### src/rtl/phase_tune_pkg.sv
package phase_tune_pkg;

    typedef enum logic [2:0] {
        ST_IDLE       = 3'd0,
        ST_SET_TAP    = 3'd1,
        ST_WAIT_ACK   = 3'd2,
        ST_RUN_TEST   = 3'd3,
        ST_EVAL       = 3'd4,
        ST_SET_FINAL  = 3'd5,
        ST_WAIT_FINAL = 3'd6,
        ST_FINISH     = 3'd7
    } tune_state_t;

endpackage

### src/rtl/ptc_wait_timer.sv
module ptc_wait_timer #(
    parameter int TIMEOUT_CYC = 1024
) (
    input  logic clk,
    input  logic rst_n,
    input  logic run,
    output logic expired
);
    localparam int CW = $clog2(TIMEOUT_CYC + 1);
    localparam logic [CW-1:0] LAST = CW'(TIMEOUT_CYC - 1);

    logic [CW-1:0] cnt_q;

    always_ff @(posedge clk or negedge rst_n) begin
        if (!rst_n) begin
            cnt_q <= '0;
        end else if (!run) begin
            cnt_q <= '0;
        end else if (cnt_q != LAST) begin
            cnt_q <= cnt_q + 1'b1;
        end
    end

    assign expired = run && (cnt_q == LAST);
endmodule

### src/rtl/ptc_run_track.sv
module ptc_run_track #(
    parameter int TAP_W = 6,
    parameter int LEN_W = TAP_W + 1
) (
    input  logic             clk,
    input  logic             rst_n,
    input  logic             clear,
    input  logic             update,
    input  logic             pass,
    input  logic [TAP_W-1:0] tap,
    output logic [LEN_W-1:0] best_len,
    output logic [TAP_W-1:0] best_end
);
    logic [LEN_W-1:0] cur_q;
    logic [LEN_W-1:0] best_q;
    logic [TAP_W-1:0] end_q;
    logic [LEN_W-1:0] cur_inc;

    assign cur_inc = cur_q + 1'b1;

    always_ff @(posedge clk or negedge rst_n) begin
        if (!rst_n) begin
            cur_q  <= '0;
            best_q <= '0;
            end_q  <= '0;
        end else if (clear) begin
            cur_q  <= '0;
            best_q <= '0;
            end_q  <= '0;
        end else if (update) begin
            if (pass) begin
                cur_q <= cur_inc;
                if (cur_inc > best_q) begin
                    best_q <= cur_inc;
                    end_q  <= tap;
                end
            end else begin
                cur_q <= '0;
            end
        end
    end

    assign best_len = best_q;
    assign best_end = end_q;
endmodule

### src/rtl/phase_tune_ctrl.sv
module phase_tune_ctrl
    import phase_tune_pkg::*;
#(
    parameter int TAP_W       = 6,
    parameter int TIMEOUT_CYC = 1024
) (
    input  logic             clk,
    input  logic             rst_n,
    input  logic             start,
    input  logic             tuned_mode,
    input  logic             clk_fast,
    input  logic [TAP_W-1:0] max_tap,
    output logic [TAP_W-1:0] tap_sel,
    output logic             tap_wr,
    input  logic             tap_ack,
    output logic             test_req,
    input  logic             test_resp_valid,
    input  logic             test_pass,
    output logic             busy,
    output logic             done,
    output logic             error,
    output logic [TAP_W-1:0] chosen_tap
);
    localparam int LEN_W = TAP_W + 1;

    tune_state_t      state_q, state_d;
    logic [TAP_W-1:0] tap_q;
    logic             err_q;
    logic [TAP_W-1:0] chosen_q;
    logic             waiting;
    logic             expired;
    logic             trk_clear;
    logic             trk_update;
    logic [LEN_W-1:0] best_len;
    logic [TAP_W-1:0] best_end;
    logic [TAP_W-1:0] centre_tap;
    logic             last_tap;

    assign waiting    = (state_q == ST_WAIT_ACK) || (state_q == ST_WAIT_FINAL);
    assign trk_clear  = (state_q == ST_IDLE) && start;
    assign trk_update = (state_q == ST_RUN_TEST) && test_resp_valid;
    assign last_tap   = (tap_q == max_tap);
    assign centre_tap = TAP_W'(({1'b0, best_end}) - (best_len >> 1));

    ptc_wait_timer #(.TIMEOUT_CYC(TIMEOUT_CYC)) u_timer (
        .clk     (clk),
        .rst_n   (rst_n),
        .run     (waiting),
        .expired (expired)
    );

    ptc_run_track #(.TAP_W(TAP_W), .LEN_W(LEN_W)) u_track (
        .clk      (clk),
        .rst_n    (rst_n),
        .clear    (trk_clear),
        .update   (trk_update),
        .pass     (test_pass),
        .tap      (tap_q),
        .best_len (best_len),
        .best_end (best_end)
    );

    // next-state logic
    always_comb begin
        state_d = state_q;
        unique case (state_q)
            ST_IDLE: begin
                if (start) begin
                    state_d = (tuned_mode && clk_fast) ? ST_SET_TAP : ST_FINISH;
                end
            end
            ST_SET_TAP:  state_d = ST_WAIT_ACK;
            ST_WAIT_ACK: begin
                if (tap_ack)      state_d = ST_RUN_TEST;
                else if (expired) state_d = ST_FINISH;
            end
            ST_RUN_TEST: begin
                if (test_resp_valid) state_d = last_tap ? ST_EVAL : ST_SET_TAP;
            end
            ST_EVAL:       state_d = (best_len == '0) ? ST_FINISH : ST_SET_FINAL;
            ST_SET_FINAL:  state_d = ST_WAIT_FINAL;
            ST_WAIT_FINAL: begin
                if (tap_ack || expired) state_d = ST_FINISH;
            end
            ST_FINISH:     state_d = ST_IDLE;
            default:       state_d = ST_IDLE;
        endcase
    end

    // state register and datapath registers
    always_ff @(posedge clk or negedge rst_n) begin
        if (!rst_n) begin
            state_q  <= ST_IDLE;
            tap_q    <= '0;
            err_q    <= 1'b0;
            chosen_q <= '0;
        end else begin
            state_q <= state_d;
            unique case (state_q)
                ST_IDLE: begin
                    if (start) begin
                        tap_q <= '0;
                        err_q <= 1'b0;
                    end
                end
                ST_WAIT_ACK: begin
                    if (!tap_ack && expired) err_q <= 1'b1;
                end
                ST_RUN_TEST: begin
                    if (test_resp_valid && !last_tap) tap_q <= tap_q + 1'b1;
                end
                ST_EVAL: begin
                    if (best_len == '0) err_q <= 1'b1;
                    else                tap_q <= centre_tap;
                end
                ST_WAIT_FINAL: begin
                    if (tap_ack)      chosen_q <= tap_q;
                    else if (expired) err_q    <= 1'b1;
                end
                default: ;
            endcase
        end
    end

    // outputs
    always_comb begin
        tap_sel    = tap_q;
        tap_wr     = (state_q == ST_SET_TAP) || (state_q == ST_SET_FINAL);
        test_req   = (state_q == ST_RUN_TEST);
        busy       = (state_q != ST_IDLE);
        done       = (state_q == ST_FINISH);
        error      = (state_q == ST_FINISH) && err_q;
        chosen_tap = chosen_q;
    end
endmodule

### config.mk
export PLATFORM = sky130hd
export DESIGN_NAME = phase_tune_ctrl
export DESIGN_NICKNAME = d
export VERILOG_FILES = /design/src/rtl/phase_tune_pkg.sv /design/src/rtl/ptc_wait_timer.sv /design/src/rtl/ptc_run_track.sv /design/src/rtl/phase_tune_ctrl.sv
export SDC_FILE = /design/constraint.sdc
export NUM_CORES = 1
export LEC_CHECK = 0
export BUFFER_PORTS_ARGS = -buffer_cell sky130_fd_sc_hd__buf_2
export CORE_MARGIN = 1
export CORE_UTILIZATION = 59
export DETAILED_ROUTE_END_ITERATION = 16
export PLACE_DENSITY = 0.8
export SKIP_CTS_REPAIR_TIMING = 1
export SYNTH_ARGS = -nofsm -noshare
export SYNTH_HDL_FRONTEND = slang
export SYNTH_SLANG_ARGS = --single-unit
### constraint.sdc
create_clock -name clk -period 3.2 [get_ports clk]
set_clock_uncertainty 0.2 [all_clocks]
set_input_delay 0.8 -clock clk [delete_from_list [all_inputs] [get_ports clk]]
set_output_delay 0.8 -clock clk [all_outputs]
set_load 0.02 [all_outputs]
==> out/metrics.csv <==
metric,value,unit
port_buffers,30,
antenna_found_initial,0,
dp_hpwl,4.375,mm
rr_worst_depth,10,
status,"finished, violations left",
worstSetupPathType,flop to flop,
cts_tree,built,
io-pin-count,31,
root_buffer,clkbuf_8,
async_reset_ff_frac,1.000,
syn-cell-area,2805,um^2
hold_viol,0,
end_kind,flop,
antenna_cells,0,
core_area,4474,um^2
clk_latency,0.30,ns
reg2reg_to,u_track.best_end[3],
maxCapViolCount,0,
yosysUniqueCellTypes,54,
die_area,5035,um^2
ff2ff_setup_slack,0.41,ns
final_antenna_net_count,0,
gp_congestion,0.8506,
synth-seq-cells,47,
drv_slew,0,
max-slew-margin-rel,0.6733,
clkSinkCount,47,
vias_per_cell,5.689,
p_leak,1.483,nW
fmax,358.0,MHz
synth_nets,333,
tns,0,ns
cts_max_level,2,
hp-class,input port to asynchronous set/reset pin,
crit_arrival,2.77,ns
grt_pass1_vias,2183,
vias,2213,
hold_slack,0.1586,ns
totalWireLength,5.763,mm
synthCells,303,
synthFlopType,dfrtp_1,
drt_pass1_iterations,10,
worst_pin_slew,0.4889,ns
final.min_clock_period,2.794,ns
die_y,70.96,um
num_rows,24,
avgSynthCellArea,9.258,um^2
critPathLaunchType,flop,
first_iter_violations,110,
cts_made_buffers,5,
reg2reg_from,u_track.cur_q[0],
area_growth,11.20,%
clockBufferDepth,2,
drive_above_1_share,0.1632,
grt_pass1_wl,9.749,mm
grt.total_usage,0.2492,
required,3.17,ns
crit_path_max_fanout,7,
rsz0062_at_grt,false,
grt_max_degree,21,
synth_edf_count,0,
ys_warn_count,0,
fp.dieW,70.96,um
fin_crit_sh,0.8730,
ys_seq_area_frac,0.4193,
wl_per_cell,14.81,um
finalSetupViolations,0,
initial_core_util,0.6270,
layout.nets,366,
ir_worst_vdd,499.7,uV
violations,design-rule violations,
gr-total-overflow,0,
drc_errors,3,
p_per_area,885.4,nW/um^2
path_clk_slew,0.08,ns
==> final cells by class <==
type / instances / area [um^2]
multi-input cells: 225 / 1494
clock inverters: 2 / 35.03
fillers: 351 / 1355
repair buffers: 34 / 180.2
clock buffers: 6 / 82.58
flip-flops and latches: 47 / 1176
inverters: 23 / 86.33
well taps: 52 / 65.06
==> flip-flops by register name (all words and copies together), names as in the netlist <==
name / cells
chosen_tap: 6
u_track.best_len: 7
state_q: 3
u_track.cur_q: 7
err_q: 1
tap_sel: 6
u_track.best_end: 6
u_timer.cnt_q: 11
==> layer usage <==
layer | up-vias | global-route usage | share of wire
met1 | 1041 | 0.3249 | 0.48
met4 | 0 | 0.07333 | 0.010
li1 | 1127 | - | -
met5 | - | 0 | 0
met2 | 38 | 0.4241 | 0.48
met3 | 7 | 0.04843 | 0.032
==> kinds of logic (layout without fill, tap and decap cells) <==
logic type,after synthesis,in the layout,synth area share
and+or+nand+nor,107,107,0.2021
adders and majority gates,16,16,0.07404
DFF,47,47,0.4193
AOI/OAI and AO/OA,72,72,0.1566
xor gates and xnor gates,22,22,0.06869
muxes,8,8,0.03122
buffers and inverters,31,65,0.04817
==> worst max path at each step <==
stage | start | endpoint | cells past startpoint
after floorplan | u_track.cur_q[0] | u_track.best_len[0] | 10
after global placement | u_track.cur_q[0] | u_track.best_len[5] | 11
after detailed placement | u_track.cur_q[0] | u_track.best_end[3] | 10
after CTS | u_track.cur_q[0] | u_track.best_end[3] | 10
after global routing | u_track.cur_q[0] | u_track.best_end[3] | 10
final | u_track.cur_q[0] | u_track.best_end[3] | 10
==> Yosys cell counts, drive strengths merged, types with 2 or more instances <==
cell / instances / area share
a21o: 2 / 0.0054
a21oi: 12 / 0.023
and2: 3 / 0.0067
and3: 5 / 0.011
buf: 6 / 0.015
clkbuf: 2 / 0.0027
dfrtp: 47 / 0.42
ha: 15 / 0.067
inv: 23 / 0.031
mux2: 6 / 0.024
mux2i: 2 / 0.0071
nand2: 36 / 0.052
nand2b: 2 / 0.0045
nand3: 17 / 0.032
nand4: 5 / 0.011
nor2: 20 / 0.033
nor2b: 4 / 0.0089
nor3: 6 / 0.012
nor4: 3 / 0.012
o21ai: 36 / 0.064
o22a: 2 / 0.0062
o22ai: 6 / 0.013
o32a: 3 / 0.011
or2: 2 / 0.0045
xnor2: 10 / 0.031
xor2: 12 / 0.037
==> critical path, cell delays in order, from the launching register on <==
cell and delay, ns:
dfrtp_1 0.46, ha_1 0.29, and3_1 0.17, xnor2_1 0.21, inv_1 0.07, ha_1 0.31
nand4_1 0.14, a21oi_1 0.18, o21ai_1 0.13, nor2_1 0.37, o21ai_1 0.14
==> metrics by stage <==
stage	instances	cell area, um^2	worst slack [ns]	utilization	power [W]
3_3_place_gp	381	3002	0.5480	0.6709	0.002292
5_1_grt	389	3119	0.1197	0.6971	0.002980
3_5_place_dp	381	3002	0.4540	0.6709	0.002320
2_1_floorplan	303	2805	0.5134	-	0.001986
6_report	389	3119	0.4063	0.6971	0.002762
4_1_cts	389	3119	0.3840	0.6971	0.002777
==> report_power, final <==
part	total, W	switching [W]	internal (W)
clock	0.000448	0.000196	0.000253
sequential	0.000957	0.000210	0.000747
combinational	0.00136	0.000813	0.000543
==> layout by cell type (no fill, tap or decap), types with 2 or more instances in the layout <==
cell type,netlist,routed
dfrtp_1,47,47
nand2_1,34,34
buf_2,3,30
o21ai_1,27,27
inv_1,20,20
nor2_1,18,18
nand3_1,16,16
ha_1,15,15
xor2_1,12,12
a21oi_1,11,11
xnor2_1,10,10
o21ai_0,9,9
mux2_1,6,6
o22ai_1,6,6
clkbuf_8,0,6
nor3_1,5,5
and3_1,5,5
nand4_1,5,5
nor2b_1,4,4
buf_4,2,4
inv_2,3,3
and2_1,3,3
o32a_1,3,3
or2_1,2,2
nand2b_1,2,2
nor4_1,2,2
mux2i_1,2,2
a21o_1,2,2
o22a_1,2,2
No activity file was read; power rests on OpenSTA's default activity.
